<file path="config.mk">
export PLATFORM = sky130hd
export DESIGN_NAME = hbridge_phase_gen
export DESIGN_NICKNAME = d
export VERILOG_FILES = /design/src/rtl/hbridge_phase_gen.sv
export SDC_FILE = /design/constraint.sdc
export NUM_CORES = 1
export LEC_CHECK = 0
export BUFFER_PORTS_ARGS = -buffer_cell sky130_fd_sc_hd__buf_4
export CAP_MARGIN = 20
export CORE_ASPECT_RATIO = 0.6
export CORE_MARGIN = 2
export CORE_UTILIZATION = 44
export DETAILED_ROUTE_END_ITERATION = 6
export PLACE_DENSITY = 0.7
export SETUP_SLACK_MARGIN = 0.5
export SLEW_MARGIN = 15
export SYNTH_ARGS = -nofsm -noshare
export SYNTH_HDL_FRONTEND = slang
export SYNTH_SLANG_ARGS = --single-unit
export TNS_END_PERCENT = 1
</file>
<file path="constraint.sdc">
create_clock -name clk -period 19.5 [get_ports clk]
set_clock_uncertainty 0.05 [all_clocks]
set_input_delay 0 -clock clk [delete_from_list [all_inputs] [get_ports clk]]
set_output_delay 0 -clock clk [all_outputs]
set_load 0.01 [all_outputs]
</file>
<file path="src/rtl/hbridge_phase_gen.sv">
module hbridge_phase_gen #(
  parameter int CNT_W      = 12,
  parameter int DEF_PERIOD = 100
) (
  input  logic                    clk,
  input  logic                    rst_n,
  input  logic                    sync_i,
  input  logic [CNT_W-1:0]        period_i,
  input  logic signed [CNT_W-1:0] shift_i,
  input  logic signed [CNT_W-1:0] offset_i,
  output logic                    leg_a_hi,
  output logic                    leg_a_lo,
  output logic                    leg_b_hi,
  output logic                    leg_b_lo
);
  localparam int W = CNT_W + 3;
  localparam logic [CNT_W-1:0] MIN_P = CNT_W'(2);
  localparam logic [CNT_W-1:0] RST_P = CNT_W'(DEF_PERIOD);

  logic [CNT_W-1:0]    rc, per_q, per_n, half_q;
  logic signed [W-1:0] sh_q, off_q, sh_n, off_n, full_n, half_n, full_q, rc_s;
  logic [CNT_W-1:0]    ph_a, ph_b;
  logic                start;

  function automatic logic [CNT_W-1:0] wrap(input logic signed [W-1:0] d,
                                            input logic signed [W-1:0] p);
    logic signed [W-1:0] v;
    v = d;
    if (v < 0)  v = v + p;
    if (v < 0)  v = v + p;
    if (v < 0)  v = v + p;
    if (v >= p) v = v - p;
    if (v >= p) v = v - p;
    return v[CNT_W-1:0];
  endfunction

  assign start  = sync_i || (rc >= per_q - 1'b1);
  assign per_n  = (period_i < MIN_P) ? MIN_P : period_i;
  assign full_n = $signed({3'b000, per_n});
  assign half_n = full_n >>> 1;
  assign full_q = $signed({3'b000, per_q});
  assign half_q = per_q >> 1;
  assign rc_s   = $signed({3'b000, rc});

  always_comb begin
    sh_n = W'(shift_i);
    if (sh_n > half_n)  sh_n = half_n;
    if (sh_n < -half_n) sh_n = -half_n;
    off_n = W'(offset_i);
    if (off_n > full_n)  off_n = full_n;
    if (off_n < -full_n) off_n = -full_n;
  end

  assign ph_a = wrap(rc_s - off_q, full_q);
  assign ph_b = wrap(rc_s - off_q - sh_q, full_q);

  always_ff @(posedge clk) begin
    if (!rst_n) begin
      rc       <= '0;
      per_q    <= RST_P;
      sh_q     <= '0;
      off_q    <= '0;
      leg_a_hi <= 1'b0;
      leg_a_lo <= 1'b0;
      leg_b_hi <= 1'b0;
      leg_b_lo <= 1'b0;
    end else begin
      rc       <= start ? '0 : rc + 1'b1;
      if (start) begin
        per_q <= per_n;
        sh_q  <= sh_n;
        off_q <= off_n;
      end
      leg_a_hi <= (ph_a < half_q);
      leg_a_lo <= !(ph_a < half_q);
      leg_b_hi <= (ph_b < half_q);
      leg_b_lo <= !(ph_b < half_q);
    end
  end
endmodule


</file>
## Yosys cells after proc, flatten, opt, wreduce, memory -nomap -nowiden

Index checks and enable logic that the tools add are counted.

- $add $sub $neg: 16
- $lt $le $gt $ge: 18
- Bitwise logic cells: 1
- Reduce and logical (&&, ||, !) cells: 4
- Muxes and demuxes: 15

Operators by type and width:

| operator | number |
|---|---|
| two-way mux 15 bit | 12 |
| adder 15 x 13 -> 15 bit | 6 |
| less-than comparator 15 x 1 -> 1 bit, second input constant | 6 |
| greater-or-equal comparator 15 x 13 -> 1 bit | 4 |
| two-way mux 12 bit | 3 |
| less-than comparator 15 bit | 2 |
| subtractor 15 x 13 -> 15 bit | 2 |
| less-than comparator 12 x 11 -> 1 bit | 2 |
| subtractor 12 bit | 2 |
| negation 11 -> 15 bit | 1 |
| negation 12 -> 15 bit | 1 |
| subtractor 13 x 15 -> 15 bit | 1 |
| subtractor 15 bit | 1 |
| > comparator 12 x 13 -> 1 bit | 1 |
| adder 12 x 1 -> 12 bit, second input constant | 1 |
| greater-or-equal comparator 12 bit | 1 |
| > comparator 12 bit | 1 |
| less-than comparator 12 x 2 -> 1 bit, second input constant | 1 |
| subtractor 12 x 1 -> 12 bit, second input constant | 1 |
| logical NOT 1 bit | 2 |
| OR reduction 2 bit | 1 |
| logical OR 1 bit | 1 |
| inverter 1 bit | 1 |

- Bits in registers: 58
- Input port bits: 39

## Longest topological paths before layout

- Depth after elaboration: 14
- Mapped depth: 77
- Gate-level depth less buffers: 74

## Worst setup path before layout

Ideal clock, no wire load.

- Path kind: reg-to-reg
- Start point: reg rc[0]
- End point: reg leg_a_lo
- Slack: 6.563 ns
- Stages on the path, launching flop included: 66
- Clock period less this slack: 12.937 ns
- Arrival: 12.773 ns
- Cells stage by stage: dfxtp_1 inv_1 ha_1 inv_1 fa_1 a211oi_1 nor2_1 o21a_1 nor2_1 xnor2_1 ha_1 a21oi_1 nor2b_1 a311oi_1 o21bai_1 a21oi_1 xnor2_1 mux2_2 (+30 left out) o31a_1 o32ai_1 mux2i_1 o211ai_1 clkbuf_1 clkbuf_1 nand2_1 o21ai_0 ha_1 a21oi_1 nor2b_1 o21ai_0 a21boi_0 o21ai_0 nand2b_1 a21oi_1 o211ai_1 o21a_1

- Longest elaborated chain between the ends: 13
- Elaborated cells on any way between the ends: 18
- Those cells by class: add/sub (6); order compare (6); mux (5); reduce/logical (1)

Ends and longest elaborated chain:

| what | RTL line | RTL |
|---|---|---|
| from (decl) | 20 | `logic [CNT_W-1:0] rc, per_q, per_n, half_q;` |
| from (signal assigned) | 68 | `rc <= start ? '0 : rc + 1'b1;` |
| subtractor 13 x 15 -> 15 bit (*) | 54 | `assign ph_a = wrap(rc_s - off_q, full_q);` |
| adder 15 x 13 -> 15 bit / less-than comparator 15 x 1 -> 1 bit (equally long branches) | 29 | `if (v < 0) v = v + p;` |
| two-way mux 15 bit (*) | 29 |  |
| adder 15 x 13 -> 15 bit / less-than comparator 15 x 1 -> 1 bit (equally long branches) | 30 | `if (v < 0) v = v + p;` |
| two-way mux 15 bit (*) | 30 |  |
| adder 15 x 13 -> 15 bit / less-than comparator 15 x 1 -> 1 bit (equally long branches) | 31 | `if (v < 0) v = v + p;` |
| two-way mux 15 bit (*) | 31 |  |
| subtractor 15 x 13 -> 15 bit / greater-or-equal comparator 15 x 13 -> 1 bit (equally long branches) | 32 | `if (v >= p) v = v - p;` |
| two-way mux 15 bit (*) | 32 |  |
| subtractor 12 bit / greater-or-equal comparator 15 x 13 -> 1 bit (equally long branches) | 33 | `if (v >= p) v = v - p;` |
| two-way mux 12 bit (*) | 33 |  |
| less-than comparator 12 x 11 -> 1 bit (*) | 75 | `leg_a_lo <= !(ph_a < half_q);` |
| logical NOT 1 bit (*) | 75 |  |
| to (signal assigned) | 75 |  |
| to (decl) | 12 | `output logic leg_a_lo,` |

Mark *: on every way between the ends. The rest lies on a longest branch, timed or not.
A chain may end at the register's enable or synchronous reset.

## Final worst setup path

- Start point: reg rc[0]
- End point: reg leg_b_lo

- Longest elaborated chain between the ends: 14
- Elaborated cells on any way between the ends: 19
- Those cells by class: add/sub (7); order compare (6); mux (5); reduce/logical (1)

Ends and longest elaborated chain:

| what | RTL line | RTL |
|---|---|---|
| subtractor 13 x 15 -> 15 bit (*) | 55 | `assign ph_b = wrap(rc_s - off_q - sh_q, full_q);` |
| subtractor 15 bit (*) | 55 |  |
| adder 15 x 13 -> 15 bit / less-than comparator 15 x 1 -> 1 bit (equally long branches) | 29 |  |
| two-way mux 15 bit (*) | 29 |  |
| adder 15 x 13 -> 15 bit / less-than comparator 15 x 1 -> 1 bit (equally long branches) | 30 |  |
| two-way mux 15 bit (*) | 30 |  |
| adder 15 x 13 -> 15 bit / less-than comparator 15 x 1 -> 1 bit (equally long branches) | 31 |  |
| two-way mux 15 bit (*) | 31 |  |
| subtractor 15 x 13 -> 15 bit / greater-or-equal comparator 15 x 13 -> 1 bit (equally long branches) | 32 |  |
| two-way mux 15 bit (*) | 32 |  |
| subtractor 12 bit / greater-or-equal comparator 15 x 13 -> 1 bit (equally long branches) | 33 |  |
| two-way mux 12 bit (*) | 33 |  |
| less-than comparator 12 x 11 -> 1 bit (*) | 77 | `leg_b_lo <= !(ph_b < half_q);` |
| logical NOT 1 bit (*) | 77 |  |
| to (signal assigned) | 77 |  |
| to (decl) | 14 | `output logic leg_b_lo` |

Marked as above.

==> results_dict.tcl <==
set metrics [dict create \
    status "complete, no violations" \
    start_kind "flop" \
    netlist_instances 1791 \
    die_x_um 230 \
    min-delay-path-class "primary input to flop" \
    place_hpwl_mm 34.4 \
    critical_path_class "flop to flop" \
    via_count 13600 \
    cp-end-kind "flop" \
    ant_nets 0 \
    stdcell_area_um2 14700 \
    drc 0 \
    cts_tree "done" \
    yosysSeqAreaShare_pct 8.60 \
    cts_setup_buffers 0 \
    path_clk_slew_ps 60 \
    area_growth_pct 9.19 \
    fillers 2868 \
    setup_tns_ps 0 \
    final.setup.worst_slack_ps 4110 \
    htreeDepth 3 \
    synth_edf_count 0 \
    crit_slowest_cell "xnor2_1" \
    path_max_fanout 17 \
    clockRootBuffer "clkbuf_16" \
    yosys_warnings 0 \
    yosysUniqueCellTypes 84 \
    tightest_slew_ps 1090 \
    cp_common_cell "o21ai_0" \
    max_stage_delay_ps 850 \
    cts.sinks 58 \
    drt_pass1_iterations 5 \
    grt_max_degree 49 \
    maxCapViolCount 0 \
    initial_core_util_pct 44.9 \
    synth_top_area_share_pct 22.1 \
    yosys-top-cells-area "ha_1 22%, dfxtp_1 8.6%, xnor2_1 6.9%, mux2_2 5.1%, a21oi_1 5.0%" \
    synth.top_cells.by_count "239 x ha_1, 150 x nor2_1, 146 x nand2_1" \
    avgRoutedWirePerCell_um 19.0 \
    clk_path_buf_depth 2 \
    synthFlopType "dfxtp_1" \
    gp_congestion 0.975 \
    hold_violations 0 \
    fin_crit_sh_pct 78.9 \
    final_util_pct 49.0 \
    fin_nets 2123 \
    relSlewSlack_pct 27.1 \
    cts-buffers-inserted 9 \
    async_flop_share_pct 0 \
    rsz0062_at_grt "no" \
    avgSynthCellArea_um2 7.54 \
    fin_crit_ps 15390 \
    dieArea_um2 32200 \
    clk-insertion-delay-late_ps 360 \
    drive_above_1_share_pct 9.90 \
    place_ws_ps 4430 \
    antenna_found_initial 1 \
    arrival_ps 15630 \
    grt_pass1_wl_mm 67.7 \
    slew_viol_final 0 \
    setup_viol 0 \
    synth_area_leader_cell "ha_1" \
    grt_pass1_vias 12700 \
    reg2reg_slack_ps 4110 \
    num_rows 49 \
    coreArea_um2 30100 \
    grt_usage_pct 26.2 \
    diodes 0 \
    drt-initial-drc-count 1392 \
    vias_per_cell 6.07 \
    chipHeight_um 140 \
    placed_area_um2 14300 \
    wirelength_mm 42.6 \
    portBuffers 42 \
    cp_data_required_time_ps 19740 \
    num_io_pins 43 \
    synth_area_um2 13500 \
    synth-seq-cells 58 \
    grt_overflow 0 \
    synth.most_common_cell "ha_1" \
    max_freq_mhz 65.0 \
]
layout make-up:
cell class | instances | area (um2) | share of cell area (%)
clock inverters | 4 | 48.8 | 0.331
inverters | 119 | 447 | 3.03
repair buffers | 74 | 576 | 3.90
multi-input cells | 1571 | 11700 | 79.6
clock buffers | 12 | 267 | 1.81
well taps | 408 | 510 | 3.46
flip-flops and latches | 58 | 1160 | 7.87
critical path, delay by kind of cell (launching register included):
kind	cells	cell delay [ps]
AO/OA/AOI/OAI	32	7100
AND/OR/NAND/NOR	16	3360
adder cells (fa/ha/maj)	7	2080
XOR/XNOR	2	1290
multiplexers	2	760
flip-flops	1	330
buffers and inverters	4	300
kinds of logic (layout without fill, tap and decap cells):
logic type               count (synthesis)  in the layout  synth area share, %
other                                    1              2               0.0278
AO/OA/AOI/OAI                          536            536                 26.2
buffers and inverters                  163            209                 4.55
multiplexers                            94             94                 7.67
flip-flops                              58             58                 8.60
adder cells (fa/ha/maj)                251            251                 23.9
XOR/XNOR                               156            156                 10.4
AND/OR/NAND/NOR                        532            532                 18.7
path summary, 6_finish.rpt:
check,from,end,cells past startpoint
worst min-delay path,shift_i[1],sh_q[1],4
worst min register to register,sh_q[0],sh_q[0],2
worst max-delay path,rc[0],leg_b_lo,63
worst max register to register,rc[0],leg_b_lo,63
per-layer routing:
| metal | global-route usage, % | wire (um) | vias up |
|---|---|---|---|
| met1 | 39.3 | 20900 | 6371 |
| met4 | 4.21 | 626 | 2 |
| met2 | 36.8 | 16400 | 578 |
| li1 | - | - | 6625 |
| met3 | 7.87 | 4700 | 66 |
| met5 | 0 | 13 | - |
registers in the layout, indices dropped and copies added (netlist names):
name      flops
off_q        15
sh_q         15
per_q        12
rc           12
leg_a_hi      1
leg_a_lo      1
leg_b_hi      1
leg_b_lo      1
per-stage QoR:
step | instances | hold slack, ps
2_1_floorplan | 1792 | 87.7
3_3_place_gp | 2221 | 258
3_5_place_dp | 2221 | 259
4_1_cts | 2245 | 6.72
5_1_grt | 2246 | 36.7
6_report | 2246 | 18.6
repair_timing:
item                                   CTS  global route
gates resized for setup                  0             0
endpoints found under the hold margin   12             0
hold buffers                             8             0
placed cells by master, fill, tap and decap left out, types with 13 or more instances in the layout:
cell        n
ha_1      239
nor2_1    150
nand2_1   146
a21oi_1   135
inv_1     117
o21ai_0   113
xnor2_1   107
a21o_1     72
buf_4      65
mux2_2     61
dfxtp_1    58
xor2_1     46
nor3_1     43
nor2b_1    36
nand3_1    34
o21a_1     33
mux2i_1    30
a211oi_1   29
nand2b_1   28
nand4_1    25
o211ai_1   19
o21bai_1   15
a31oi_1    14
or2_2      14
or3_1      13
o31ai_1    13
Power is not shown: default switching activity piles up to over one toggle a cycle in this logic, so the estimate is an artifact.
